### src/rtl/eth_dma_csr_pkg.sv
package eth_dma_csr_pkg;

    localparam int WORD_W = 32;
    typedef logic [WORD_W-1:0] word_t;

    // word indices (byte address >> 2)
    localparam int IDX_VERSION = 'h008;
    localparam int IDX_BUSMODE = 'h3C0;
    localparam int IDX_TXPOLL  = 'h3C1;
    localparam int IDX_RXBASE  = 'h3C3;
    localparam int IDX_TXBASE  = 'h3C4;
    localparam int IDX_STATUS  = 'h3C5;
    localparam int IDX_CTRL    = 'h3C6;
    localparam int IDX_IEN     = 'h3C7;
    localparam int IDX_CUR_TX  = 'h3D2;
    localparam int IDX_CUR_RX  = 'h3D3;

    // status bit positions
    localparam int ST_TXDONE  = 0;
    localparam int ST_RXDONE  = 6;
    localparam int ST_RXNOBUF = 7;
    localparam int ST_ABN_SUM = 15;
    localparam int ST_NRM_SUM = 16;

    localparam int RING_TX = 0;
    localparam int RING_RX = 1;
    localparam int N_RINGS = 2;

    typedef enum logic [3:0] {
        SEL_NONE, SEL_VERSION, SEL_BUSMODE, SEL_TXPOLL, SEL_RXBASE,
        SEL_TXBASE, SEL_STATUS, SEL_CTRL, SEL_IEN, SEL_CUR_TX, SEL_CUR_RX
    } reg_sel_e;

    typedef struct packed {
        logic tx_done;
        logic rx_done;
        logic rx_nobuf;
    } dma_evt_t;

    function automatic word_t evt_set_mask(dma_evt_t ev);
        word_t m;
        m = '0;
        m[ST_TXDONE]  = ev.tx_done;
        m[ST_RXDONE]  = ev.rx_done;
        m[ST_RXNOBUF] = ev.rx_nobuf;
        m[ST_NRM_SUM] = ev.tx_done | ev.rx_done;
        m[ST_ABN_SUM] = ev.rx_nobuf;
        return m;
    endfunction

endpackage

### src/rtl/eth_dma_decode.sv
module eth_dma_decode
    import eth_dma_csr_pkg::*;
#(
    parameter int ADDR_W = 12
) (
    input  logic [ADDR_W-1:0] addr,
    output reg_sel_e          sel
);
    localparam int IDX_W = ADDR_W - 2;

    logic [IDX_W-1:0] widx;
    logic [1:0]       unused_byte_lane;
    int unsigned      w;

    assign widx             = addr[ADDR_W-1:2];
    assign unused_byte_lane = addr[1:0];
    assign w                = 32'(widx);

    always_comb begin
        case (w)
            IDX_VERSION: sel = SEL_VERSION;
            IDX_BUSMODE: sel = SEL_BUSMODE;
            IDX_TXPOLL:  sel = SEL_TXPOLL;
            IDX_RXBASE:  sel = SEL_RXBASE;
            IDX_TXBASE:  sel = SEL_TXBASE;
            IDX_STATUS:  sel = SEL_STATUS;
            IDX_CTRL:    sel = SEL_CTRL;
            IDX_IEN:     sel = SEL_IEN;
            IDX_CUR_TX:  sel = SEL_CUR_TX;
            IDX_CUR_RX:  sel = SEL_CUR_RX;
            default:     sel = SEL_NONE;
        endcase
    end
endmodule

### src/rtl/eth_dma_status.sv
module eth_dma_status
    import eth_dma_csr_pkg::*;
(
    input  logic     clk,
    input  logic     rst,
    input  logic     clr_we,
    input  word_t    clr_mask,
    input  dma_evt_t ev,
    input  word_t    ien,
    output word_t    status,
    output logic     irq
);
    word_t kept;

    always_comb begin
        kept = status;
        if (clr_we) kept = status & ~clr_mask;
    end

    always_ff @(posedge clk) begin
        if (rst) status <= '0;
        else     status <= kept | evt_set_mask(ev);
    end

    assign irq = |(status & ien);

    // cleared bits are gone when no event is present
    assert_w1c_R2: assert property (@(posedge clk) disable iff (rst)
        (clr_we && ev == '0) |=> ((status & $past(clr_mask)) == '0));

    // transmit completion sets its bit and normal summary
    assert_txdone_sets_R7: assert property (@(posedge clk) disable iff (rst)
        ev.tx_done |=> (status[ST_TXDONE] && status[ST_NRM_SUM]));

    // event beats a simultaneous clear
    assert_event_wins_R9: assert property (@(posedge clk) disable iff (rst)
        (ev.rx_nobuf && clr_we && clr_mask[ST_RXNOBUF]) |=> status[ST_RXNOBUF]);

    // enabled event raises the interrupt next cycle
    assert_irq_follows_R3: assert property (@(posedge clk) disable iff (rst)
        (ev.rx_done && ien[ST_RXDONE] && $stable(ien)) |=> irq);
endmodule

### src/rtl/eth_dma_ring_ptr.sv
module eth_dma_ring_ptr
    import eth_dma_csr_pkg::*;
(
    input  logic  clk,
    input  logic  rst,
    input  logic  base_we,
    input  logic  cur_we,
    input  word_t wdata,
    output word_t base,
    output word_t cur
);
    always_ff @(posedge clk) begin
        if (rst) begin
            base <= '0;
            cur  <= '0;
        end else if (base_we) begin
            base <= wdata;
            cur  <= wdata;
        end else if (cur_we) begin
            cur  <= wdata;
        end
    end

    // a base write lands in both base and current pointer
    assert_base_loads_cur_R6: assert property (@(posedge clk) disable iff (rst)
        base_we |=> (cur == $past(wdata) && base == $past(wdata)));
endmodule

### src/rtl/eth_dma_csr.sv
module eth_dma_csr
    import eth_dma_csr_pkg::*;
#(
    parameter int          ADDR_W     = 12,
    parameter logic [31:0] VERSION_ID = 32'h0000_1012
) (
    input  logic              clk,
    input  logic              rst,
    input  logic [ADDR_W-1:0] addr,
    input  logic              wr_en,
    input  logic [31:0]       wr_data,
    output logic [31:0]       rd_data,
    input  logic              ev_tx_done,
    input  logic              ev_rx_done,
    input  logic              ev_rx_nobuf,
    output logic              irq,
    output logic              tx_poll
);
    reg_sel_e sel;
    dma_evt_t ev;
    word_t    bus_mode_q, ctrl_q, ien_q, status_q;
    logic [N_RINGS-1:0] base_we, cur_we;
    word_t [N_RINGS-1:0] base_q, cur_q;

    assign ev = '{tx_done: ev_tx_done, rx_done: ev_rx_done, rx_nobuf: ev_rx_nobuf};

    eth_dma_decode #(.ADDR_W(ADDR_W)) u_dec (.addr(addr), .sel(sel));

    assign base_we[RING_TX] = wr_en && sel == SEL_TXBASE;
    assign base_we[RING_RX] = wr_en && sel == SEL_RXBASE;
    assign cur_we[RING_TX]  = wr_en && sel == SEL_CUR_TX;
    assign cur_we[RING_RX]  = wr_en && sel == SEL_CUR_RX;

    for (genvar g = 0; g < N_RINGS; g++) begin : g_ring
        eth_dma_ring_ptr u_ring (
            .clk(clk), .rst(rst),
            .base_we(base_we[g]), .cur_we(cur_we[g]),
            .wdata(wr_data), .base(base_q[g]), .cur(cur_q[g])
        );
    end

    eth_dma_status u_stat (
        .clk(clk), .rst(rst),
        .clr_we(wr_en && sel == SEL_STATUS), .clr_mask(wr_data),
        .ev(ev), .ien(ien_q), .status(status_q), .irq(irq)
    );

    always_ff @(posedge clk) begin
        if (rst) begin
            bus_mode_q <= '0;
            ctrl_q     <= '0;
            ien_q      <= '0;
            tx_poll    <= 1'b0;
        end else begin
            tx_poll <= wr_en && sel == SEL_TXPOLL;
            if (wr_en && sel == SEL_BUSMODE) bus_mode_q <= {wr_data[31:1], 1'b0};
            if (wr_en && sel == SEL_CTRL)    ctrl_q     <= wr_data;
            if (wr_en && sel == SEL_IEN)     ien_q      <= wr_data;
        end
    end

    always_comb begin
        case (sel)
            SEL_VERSION: rd_data = VERSION_ID;
            SEL_BUSMODE: rd_data = bus_mode_q;
            SEL_RXBASE:  rd_data = base_q[RING_RX];
            SEL_TXBASE:  rd_data = base_q[RING_TX];
            SEL_STATUS:  rd_data = status_q;
            SEL_CTRL:    rd_data = ctrl_q;
            SEL_IEN:     rd_data = ien_q;
            SEL_CUR_TX:  rd_data = cur_q[RING_TX];
            SEL_CUR_RX:  rd_data = cur_q[RING_RX];
            default:     rd_data = '0;
        endcase
    end

    // bus-mode bit 0 never holds a one after a write
    assert_busmode_lsb_R4: assert property (@(posedge clk) disable iff (rst)
        (wr_en && sel == SEL_BUSMODE) |=> !bus_mode_q[0]);

    // the poll kick only follows a poll write
    assert_poll_pulse_R8: assert property (@(posedge clk) disable iff (rst)
        tx_poll |-> $past(wr_en && sel == SEL_TXPOLL));
endmodule

### config.mk
export PLATFORM = sky130hd
export DESIGN_NAME = eth_dma_csr
export DESIGN_NICKNAME = d
export VERILOG_FILES = /design/src/rtl/eth_dma_csr_pkg.sv /design/src/rtl/eth_dma_decode.sv /design/src/rtl/eth_dma_status.sv /design/src/rtl/eth_dma_ring_ptr.sv /design/src/rtl/eth_dma_csr.sv
export SDC_FILE = /design/constraint.sdc
export NUM_CORES = 1
export LEC_CHECK = 0
export ABC_CLOCK_PERIOD_IN_PS = 3150
export BUFFER_PORTS_ARGS = -buffer_cell sky130_fd_sc_hd__buf_2
export CAP_MARGIN = 25
export CORE_ASPECT_RATIO = 0.6
export CORE_UTILIZATION = 66
export CTS_BUF_LIST = sky130_fd_sc_hd__clkbuf_2 sky130_fd_sc_hd__clkbuf_4 sky130_fd_sc_hd__clkbuf_8
export DETAILED_ROUTE_END_ITERATION = 7
export PLACE_DENSITY_LB_ADDON = 0.12
export SLEW_MARGIN = 20
export SYNTH_ARGS = -nofsm -noshare
export SYNTH_HDL_FRONTEND = slang
export SYNTH_SLANG_ARGS = --single-unit
### constraint.sdc
create_clock -name clk -period 3.15 [get_ports clk]
set_input_delay 0.63 -clock clk [delete_from_list [all_inputs] [get_ports clk]]
set_output_delay 0.63 -clock clk [all_outputs]
set_load 0.005 [all_outputs]
After elaboration in Yosys (flattened, before gate mapping):

Cells that the tools add are included.

* input bits: 50
* flip-flop bits (word level): 256
* logic and storage cells: 53
* output and inout bits: 34

* mux-type cells: 7
* bitwise operators: 5
* reductions and logical operators: 12
* equality and inequality tests: 20

Operators by type and width (number)
* $pmux 32 s9: 1
* $mux 32: 5
* $eq 10x10->1 const B: 9
* $and 32x32->32: 2
* $pmux 4 s10: 1
* $not 32->32: 1
* $or 32x17->32: 1
* $reduce_or 32->1: 1
* $eq 4x3->1 const B: 4
* $eq 4x4->1 const B: 3
* $eq 10x4->1 const B: 1
* $logic_and 1x1->1: 9
* $eq 4x2->1 const B: 2
* $eq 4x1->1 const B: 1
* $reduce_bool 2->1: 2
* $or 1x1->1: 1

Depth between registers and ports, before layout:

Gate-level depths: netlist of run 1.

* depth after elaboration: 6
* depth in mapped cells: 8
* depth with buffers taken out: 4

Hierarchy:

Synthesis of run 1 repeated with hierarchy kept, for this count alone.

* cells, all modules: 1368
* area, all modules: 11816.3 um^2

Modules (own cells, without submodules)
* eth_dma_csr: area an instance 5521.5 um^2, seq. area each 1921.8 um^2, cells an instance 722, instances 1
* eth_dma_ring_ptr: area an instance 2473.6 um^2, seq. area each 1281.2 um^2, cells an instance 248, instances 2
* eth_dma_status: area an instance 1194.9 um^2, seq. area each 640.6 um^2, cells an instance 128, instances 1
* eth_dma_decode: area an instance 152.6 um^2, seq. area each 0.0 um^2, cells an instance 22, instances 1

Worst setup path after synthesis of run 1:

Ideal clock, no wire load.

* path kind: input port to output port
* start: input port addr[7]
* end: output port rd_data[14]
* cell stages on the path: 6
* arrival time: 1911 ps
* slack: 609 ps
* data required time: 2520 ps
* path buffers: 2
* cell sequence: nand4bb_1 > nor2_1 > and3_1 > clkbuf_1 > buf_2 > o2bb2ai_1

* longest elaborated chain between the ends: 4
* elaborated cells between the ends (all ways): 21
* those cells by class: eq/ne: 19; mux: 2

RTL lines
* from (decl): line eth_dma_csr.sv:9 `input logic [ADDR_W-1:0] addr,`
* $eq 10x10->1 / $eq 10x4->1 (equally long branches): line eth_dma_decode.sv:20 `case (w)`
* $pmux 4 s10 *: line eth_dma_decode.sv:20
* $eq 4x4->1 (tied with other cells): line eth_dma_csr.sv:63 `case (sel)`
* $pmux 32 s9 *: line eth_dma_csr.sv:63
* to (decl): line eth_dma_csr.sv:12 `output logic [31:0] rd_data,`

Mark *: on every way between the ends. The rest lies on a longest branch, timed or not.

Worst setup path after layout of run 1:

* start: input port addr[4]
* end: output port rd_data[13]

The elaborated chain is that of the path after synthesis.

==> key figures, run 1 <==
Floorplan
  – Cell Rows: 37
  – Initial core utilization: 0.675
  – Die W: 173 um
  – Core area: 17200 um2
  – Die footprint: 18100 um2
  – # IOs: 84
  – Die Ht: 105 um

Setup path
  – Reg-to-reg startpoint: u_stat.status[7]
  – Crit start category: input port
  – Crit-path max FO: 19
  – CP Class: input port to primary output
  – Crit path cell chain: buf_2, or3b_1, buf_4, o22ai_1, a221oi_1, o2bb2ai_1, buf_2
  – WP data required: 2.52 ns
  – Crit path DAT: 2.35 ns
  – Slowest cell on crit path: or3b_1
  – Cell repeated most along the worst path: buf_2
  – Critical Path Start: addr[4]
  – Largest stage delay, worst path: 0.39 ns
  – Endpoint type of the worst setup path: primary output

Worst hold path
  – Worst Hold Class: input port to flop
  – Worst Hold Launch: wr_data[27]

Final layout
  – Fillers: 1282
  – Nets: 1484
  – Register Area: 5120 um2
  – Multi-input logic area: 5820 um2
  – Layout cells sized above 1: 0.199
  – N_diodes: 0
  – Layout area overhead: 12.9%

Timing
  – Minimum clock period: 2.98 ns
  – RSZ-0062 raised after global routing: false
  – # setup viols final: 0
  – Fmax: 0.336 GHz
  – Slew Viols, Final: 0
  – Final hold violation count: 0
  – Aggregate negative setup slack: 0 ns
  – Relative slew slack: 0.402
  – Crit share post-route: 0.945
  – Worst-Margin Slew: 0.897 ns
  – Layout Skew: 0 ns

Synth
  – Post-synthesis register bit count: 256
  – Gate Count Post-Synth: 1385
  – Post-synth ARST share: 0
  – Post-synth EDFFs: 0
  – Synth Area per Inst: 8.37 um2
  – Yosys top cell area share: 0.442
  – Syn_nets: 1435
  – Post-synthesis sequential area ratio: 0.442
  – Ys Warns: 0
  – Post-synth top cells: nand2_1, dfxtp_1, a21oi_1
  – Synthesized area: 11600 um2
  – Synth cell types: 50
  – Most numerous cell in the Yosys netlist: nand2_1
  – Top_reg_cell synth: dfxtp_1
  – Cell taking the most area after synthesis: dfxtp_1
  – Top post-synthesis cells by area: dfxtp_1, nand2_1, mux2i_1

Global route
  – Met3 Resource Use GR: 0.116
  – Largest net degree at the start of global routing: 99
  – Gr ovfl total: 0
  – Met2 track demand over resource: 0.575
  – Initial antenna violation count: 0
  – GR Layer Usage met1: 0.563
  – Most Crowded Layer GR: met2
  – First-pass GRT wire length: 56.3 mm
  – Vias in the first global route: 10238
  – Total track usage: 0.395

Job
  – Max cap viols: 0

Pwr
  – Leak Pwr: 5.04 nW
  – VDD IR max: 0.334 mV
  – Overall Power: 6.56 mW
  – Pwr Density: 501 nW/um2

Outcome
  – Status: finished, final reports clean

Routing
  – Via count: 10713
  – 1st-iter DRT viols: 1252
  – DRC Markers: 0
  – Via/cell ratio: 6.32
  – Post-DRT Antenna Nets: 0
  – Detailed Route WL: 35.8 mm
  – Mean routed wirelength per cell: 21.1 um
  – First-pass DRT Iterations: 5

CTS
  – Clk buf depth: 3
  – Num Clock Sinks: 256
  – Total CTS buffers: 39
  – Reg clk slew, reported paths: 0.07 ns
  – H-Tree Level Count: 2
  – CTS tree: built
  – Root Buffer: clkbuf_8
  – Setup Buffers After CTS: 0
  – Clock latency at the later pin of the worst-skew pair: 0.52 ns
  – PostCTS Resize Cnt: 0
  – Cts hold-fix bufs: 0

Placement
  – Buffers added on ports: 81
  – GPL Wtd Cong: 0.920
  – DP HPWL: 23.6 mm
==> worst max-delay path: cells and delay by family <==
kind | cells | cell delay (ns)
buf+inv | 3 | 0.76
compound gates | 3 | 0.55
simple gates | 1 | 0.39
==> per-stage QoR <==
| step | worst slack, ns | utilization | cell area, um2 | std cells | hold slack (ns) |
|---|---|---|---|---|---|
| floorplan | 0.609 | - | 11600 | 1385 | 0.429 |
| global placement | 0.291 | 0.713 | 12200 | 1627 | 0.437 |
| detailed placement | 0.275 | 0.713 | 12200 | 1627 | 0.443 |
| CTS | 0.263 | 0.762 | 13100 | 1696 | 0.381 |
| global route | 0.151 | 0.762 | 13100 | 1696 | 0.389 |
| finish | 0.175 | 0.762 | 13100 | 1696 | 0.386 |
==> state kept, by name (all words and copies together) (netlist names) <==
| signal | count |
|---|---|
| bus_mode_q | 31 |
| ctrl_q | 32 |
| g_ring.u_ring.base | 64 |
| g_ring.u_ring.cur | 64 |
| ien_q | 32 |
| tx_poll | 1 |
| u_stat.status | 32 |
==> where the power goes <==
part | switching [mW] | leakage (nW) | internal (mW)
clock | 1.28 | 0.448 | 1.68
sequential | 0.00542 | 2.06 | 3.24
combinational | 0.239 | 2.53 | 0.105
==> final timing paths <==
path	cells past startpoint	slack [ns]	to
max reg2reg	2	2.33	u_stat.status[7]
min reg2reg	2	0.45	g_ring[0].u_ring.base[10]
max	7	0.17	rd_data[13]
min	2	0.39	u_stat.status[27]
==> cell type report <==
class,instances,area share
inverters,2,0.000574
flip-flops and latches,256,0.392
multi-input cells,986,0.445
clock inverters,7,0.00669
repair buffers,149,0.0766
well taps,234,0.0224
clock buffers,62,0.0576
==> placed cells by master (no fill, tap or decap), types with 14 or more instances in the layout <==
cell / count
nand2b_1: 27
o22ai_1: 14
mux2_2: 34
a221oi_1: 18
buf_4: 63
nand2_1: 366
clkbuf_4: 16
a21oi_2: 30
dfxtp_1: 256
o2bb2ai_1: 15
a21oi_1: 186
mux2i_1: 107
nor2_1: 70
a22o_1: 15
clkbuf_8: 47
a22oi_1: 16
buf_2: 79
o221ai_1: 14
==> layer usage <==
layer | wire (um) | vias up
li1 | - | 4863
met1 | 15200 | 5154
met2 | 15200 | 627
met3 | 4660 | 69
met4 | 772 | 0
met5 | 0 | -
==> kinds of logic after synthesis <==
family / count (synthesis) / share of synthesized area
AND/OR/NAND/NOR: 520 / 0.195
AO/OA/AOI/OAI: 325 / 0.180
flip-flops: 256 / 0.442
buffers and inverters: 143 / 0.0575
multiplexers: 141 / 0.125
Power figures use the tool's default switching activity.
==> run 2: changes to the inputs <==
--- a/config.mk
+++ b/config.mk
@@ -5,11 +5,11 @@
 export SDC_FILE = /design/constraint.sdc
 export NUM_CORES = 1
 export LEC_CHECK = 0
-export ABC_CLOCK_PERIOD_IN_PS = 3150
+export ABC_CLOCK_PERIOD_IN_PS = 3230
 export BUFFER_PORTS_ARGS = -buffer_cell sky130_fd_sc_hd__buf_2
 export CAP_MARGIN = 25
-export CORE_ASPECT_RATIO = 0.6
-export CORE_UTILIZATION = 66
+export CORE_ASPECT_RATIO = 0.5
+export CORE_UTILIZATION = 63
 export CTS_BUF_LIST = sky130_fd_sc_hd__clkbuf_2 sky130_fd_sc_hd__clkbuf_4 sky130_fd_sc_hd__clkbuf_8
 export DETAILED_ROUTE_END_ITERATION = 7
 export PLACE_DENSITY_LB_ADDON = 0.12
==> constraint.sdc (replaced) <==
create_clock -name clk -period 3.23 [get_ports clk]
set_input_delay 0.646 -clock clk [delete_from_list [all_inputs] [get_ports clk]]
set_output_delay 0.646 -clock clk [all_outputs]
set_load 0.005 [all_outputs]
==> run 2 against run 1 <==
Sequential share of layout area rose by 0.34 points; clock skew did not move; count of clock-buffer cells in the layout did not move; largest power group unchanged.
==> key figures, run 2 (synthesized netlist as in run 1, its figures left out) <==
Setup path
  – Reg-to-reg startpoint: u_stat.status[0]
  – R2r worst-path depth: 2
  – WP data required: 2.58 ns
  – Crit-path max FO: 15
  – Endpoint type of the worst setup path: primary output
  – CP Class: input port to primary output
  – Crit start category: input port
  – Critical R2R Capture: u_stat.status[0]
  – Flop2flop setup slack: 2.46 ns
  – Crit path DAT: 2.48 ns

Outcome
  – Status: finished, final reports clean

CTS
  – Cts hold-fix bufs: 0
  – Reg clk slew, reported paths: 0.07 ns
  – Clock latency at the later pin of the worst-skew pair: 0.52 ns
  – H-Tree Level Count: 2
  – Clk buf depth: 3
  – PostCTS Resize Cnt: 0
  – Setup Buffers After CTS: 0
  – CTS tree: built
  – Total CTS buffers: 37
  – Num Clock Sinks: 256
  – Root Buffer: clkbuf_8

Global route
  – Gr ovfl total: 0
  – Initial antenna violation count: 2
  – Total track usage: 0.373
  – Vias in the first global route: 10196
  – First-pass GRT wire length: 55.4 mm
  – Largest net degree at the start of global routing: 104

Timing
  – Fmax: 0.320 GHz
  – Slew Viols, Final: 0
  – Relative slew slack: 0.485
  – Worst-Margin Slew: 0.773 ns
  – Layout Skew: 0 ns
  – Crit share post-route: 0.969
  – # setup viols final: 0
  – RSZ-0062 raised after global routing: false
  – Final hold violation count: 0
  – Minimum clock period: 3.13 ns
  – Aggregate negative setup slack: 0 ns

Job
  – Max cap viols: 0

Worst hold path
  – Hold EP: u_stat.status[9]
  – Worst Hold Launch: wr_data[9]
  – Worst Hold Class: input port to flop
  – Worst hold path stage count: 2

Final layout
  – Layout area overhead: 11.9%
  – Nets: 1478
  – Commonest non-fill, non-tap cell in the layout: nand2_1
  – Layout cells sized above 1: 0.195
  – Most frequent cells in the layout: nand2_1, dfxtp_1, a21oi_1, mux2i_1, buf_2
  – Top flop regs: g_ring.u_ring.base (64), g_ring.u_ring.cur (64)

Floorplan
  – # IOs: 84
  – Initial core utilization: 0.655
  – Die W: 194 um
  – Die Ht: 97.9 um
  – Core area: 17700 um2
  – Cell Rows: 34
  – Die footprint: 19000 um2

Pwr
  – Leak Pwr: 4.98 nW
  – Overall Power: 6.22 mW
  – VDD IR max: 0.359 mV
  – Pwr Density: 480 nW/um2

Routing
  – First-pass DRT Iterations: 5
  – Via count: 10620
  – Post-DRT Antenna Nets: 0
  – Detailed Route WL: 35.4 mm
  – Via/cell ratio: 6.29
  – DRC Markers: 0
  – Mean routed wirelength per cell: 20.9 um
  – 1st-iter DRT viols: 1317

Placement
  – DP HPWL: 23.5 mm
  – Buffers added on ports: 81
  – GPL Wtd Cong: 0.883
## run 2: worst max-delay path, stage by stage
cell and delay (ns):
buf_2 0.33, or3b_1 0.69, o22ai_1 0.18, a221oi_1 0.36, o2bb2ai_1 0.12, buf_2 0.14
## run 2: power by group
| group | internal [mW] | switching [mW] | total, mW | leakage (nW) |
|---|---|---|---|---|
| sequential | 3.16 | 0.00473 | 3.17 | 2.06 |
| clock | 1.47 | 1.26 | 2.73 | 0.413 |
| combinational | 0.0987 | 0.228 | 0.327 | 2.50 |
## run 2: metrics by stage
stage / utilization / worst slack [ns] / hold slack [ns] / std cells / area, um2
global route: 0.733 / 0.0627 / 0.387 / 1688 / 13000
CTS: 0.732 / 0.231 / 0.377 / 1687 / 13000
finish: 0.733 / 0.101 / 0.399 / 1689 / 13000
global placement: 0.688 / 0.255 / 0.437 / 1622 / 12200
detailed placement: 0.688 / 0.238 / 0.444 / 1622 / 12200
floorplan: - / 0.657 / 0.429 / 1385 / 11600
## run 2: worst max-delay path by stage
stage	from	endpoint	slack [ns]	cells after the start
finish	addr[6]	rd_data[14]	0.10	6
detailed placement	addr[6]	rd_data[14]	0.24	6
floorplan	addr[7]	rd_data[14]	0.66	6
global placement	addr[6]	rd_data[14]	0.25	6
global route	addr[6]	rd_data[26]	0.06	6
CTS	addr[6]	rd_data[14]	0.23	6
## run 2: area by class of cell
type                       instances  area, um2
clock inverter                     3       21.3
timing repair buffer             145        955
sequential                       256       5120
antenna                            1       2.50
fill                            1396       4720
tap                              234        293
multi-input combinational        986       5820
inverter                           2       7.51
clock buffer                      62        753
## run 2: routing by layer
layer / routed length, um / vias up / track usage
met2: 15400 / 619 / 0.578
met3: 4220 / 68 / 0.0960
met4: 673 / 2 / 0.104
li1: - / 4853 / -
met5: 13 / - / 0
met1: 15000 / 5078 / 0.516
==> run 3: changes to the inputs <==
--- a/config.mk
+++ b/config.mk
@@ -7,8 +7,8 @@
 export LEC_CHECK = 0
 export ABC_CLOCK_PERIOD_IN_PS = 3230
 export BUFFER_PORTS_ARGS = -buffer_cell sky130_fd_sc_hd__buf_2
-export CAP_MARGIN = 25
-export CORE_ASPECT_RATIO = 0.5
+export CAP_MARGIN = 20
+export CORE_ASPECT_RATIO = 1.75
 export CORE_UTILIZATION = 63
 export CTS_BUF_LIST = sky130_fd_sc_hd__clkbuf_2 sky130_fd_sc_hd__clkbuf_4 sky130_fd_sc_hd__clkbuf_8
 export DETAILED_ROUTE_END_ITERATION = 7
==> run 3 against run 2 <==
Sequential power hardly changed; sequential share of layout area is 0.27 points higher; non-clock buffer count shrank 14; largest power group unchanged.
==> key figures, run 3 (synthesized netlist as in run 1, its figures left out) <==
Routing
  – Via/cell ratio: 6.12
  – Post-DRT Antenna Nets: 0
  – DRC Markers: 0
  – Detailed Route WL: 33.7 mm
  – Mean routed wirelength per cell: 20.1 um
  – 1st-iter DRT viols: 886
  – Via count: 10239
  – First-pass DRT Iterations: 6

Final layout
  – Top flop regs: g_ring.u_ring.base (64), g_ring.u_ring.cur (64)
  – Layout cells sized above 1: 0.186
  – Commonest non-fill, non-tap cell in the layout: nand2_1
  – Final Util: 0.714
  – Most frequent cells in the layout: nand2_1, dfxtp_1, a21oi_1, mux2i_1, buf_2
  – Fillers: 1475
  – Nets: 1465
  – N_diodes: 0
  – Layout area overhead: 11.1%

Timing
  – Minimum clock period: 3.05 ns
  – RSZ-0062 raised after global routing: false
  – Worst-Margin Slew: 1.05 ns
  – Layout Skew: 0 ns
  – Final hold violation count: 0
  – Slew Viols, Final: 0
  – Final worst-path setup slack: 0.176 ns
  – Aggregate negative setup slack: 0 ns
  – Crit share post-route: 0.945
  – Relative slew slack: 0.300
  – Fmax: 0.327 GHz
  – Hold Slack: 0.401 ns
  – # setup viols final: 0

CTS
  – Clk buf depth: 3
  – Cts hold-fix bufs: 0
  – Num Clock Sinks: 256
  – H-Tree Level Count: 2
  – CTS tree: built
  – PostCTS Resize Cnt: 0
  – Total CTS buffers: 38
  – Setup Buffers After CTS: 0
  – Clock latency at the later pin of the worst-skew pair: 0.51 ns
  – Root Buffer: clkbuf_8
  – Reg clk slew, reported paths: 0.07 ns

Pwr
  – Register share of total power: 0.511
  – Overall Power: 6.20 mW
  – VDD IR max: 0.446 mV
  – Logic pwr share: 0.051
  – Clock share of power: 0.438
  – Pwr Density: 481 nW/um2
  – Net Switching: 1.44 mW
  – Switching part of the total: 0.232
  – Leak Pwr: 4.92 nW
  – Internal: 4.76 mW

Setup path
  – Crit-path max FO: 16
  – Endpoint type of the worst setup path: primary output
  – R2r worst-path depth: 2
  – Crit start category: input port
  – CP Class: input port to primary output
  – Flop2flop setup slack: 2.46 ns
  – WP data required: 2.58 ns
  – Crit path DAT: 2.41 ns
  – Reg-to-reg startpoint: u_stat.status[6]
  – Critical R2R Capture: u_stat.status[6]

Worst hold path
  – Worst Hold Launch: wr_data[18]
  – Worst Hold Class: input port to flop
  – Hold EP: u_stat.status[18]
  – Worst hold path stage count: 2

Global route
  – Total track usage: 0.356
  – Largest net degree at the start of global routing: 105
  – Gr ovfl total: 0
  – Vias in the first global route: 10000
  – First-pass GRT wire length: 53.1 mm
  – Initial antenna violation count: 0

Floorplan
  – Initial core utilization: 0.642
  – Die footprint: 19000 um2
  – Cell Rows: 65
  – Die W: 105 um
  – Die Ht: 181 um
  – Core area: 18100 um2
  – # IOs: 84

Outcome
  – Status: finished, final reports clean

Placement
  – GPL Wtd Cong: 0.862
  – Buffers added on ports: 81
  – DP HPWL: 21.6 mm
  – Dpl ws: 0.229 ns

Job
  – Max cap viols: 0
## run 3: final cells by class
class | instances | area (um2) | share of cell area
clock inverter | 4 | 20.0 | 0.00155
timing repair buffer | 131 | 855 | 0.0663
tap | 234 | 293 | 0.0227
clock buffer | 59 | 768 | 0.0596
sequential | 256 | 5120 | 0.398
inverter | 2 | 7.51 | 0.000583
multi-input combinational | 986 | 5820 | 0.451
## run 3: power by group through the flow
stage / clock network, mW / registers (mW) / logic, mW
6_report: 2.72 / 3.17 / 0.317
5_1_grt: 2.88 / 3.17 / 0.332
4_1_cts: 2.73 / 3.17 / 0.310
3_5_place_dp: 0 / 3.24 / 0.309
3_3_place_gp: 0 / 3.24 / 0.308
2_1_floorplan: 0 / 3.24 / 0.208
## run 3: worst max-delay path by stage
stage                  from          end  slack [ns]  depth (start not counted)
floorplan           addr[7]  rd_data[14]        0.66                          6
global placement    addr[4]  rd_data[29]        0.25                          6
detailed placement  addr[4]  rd_data[29]        0.23                          6
CTS                 addr[4]  rd_data[29]        0.22                          6
global route        addr[4]   rd_data[5]        0.14                          6
finish              addr[4]  rd_data[30]        0.18                          6
## run 3: per-stage QoR
stage / area [um2] / cells
after global placement: 12100 / 1609
final: 12900 / 1672
after floorplan: 11600 / 1385
after global routing: 12900 / 1672
after detailed placement: 12100 / 1609
after CTS: 12900 / 1672
## run 3: metal layers
| layer | global-route usage | part of all wire |
|---|---|---|
| met5 | 0 | 0 |
| met2 | 0.606 | 0.49 |
| met3 | 0.0517 | 0.072 |
| met4 | 0.192 | 0.049 |
| met1 | 0.429 | 0.39 |
## run 3: worst max-delay path: stages
cell	delay, ns
buf_2	0.29
or3b_1	0.73
o22ai_1	0.24
a221oi_1	0.08
o2bb2ai_1	0.26
buf_2	0.16
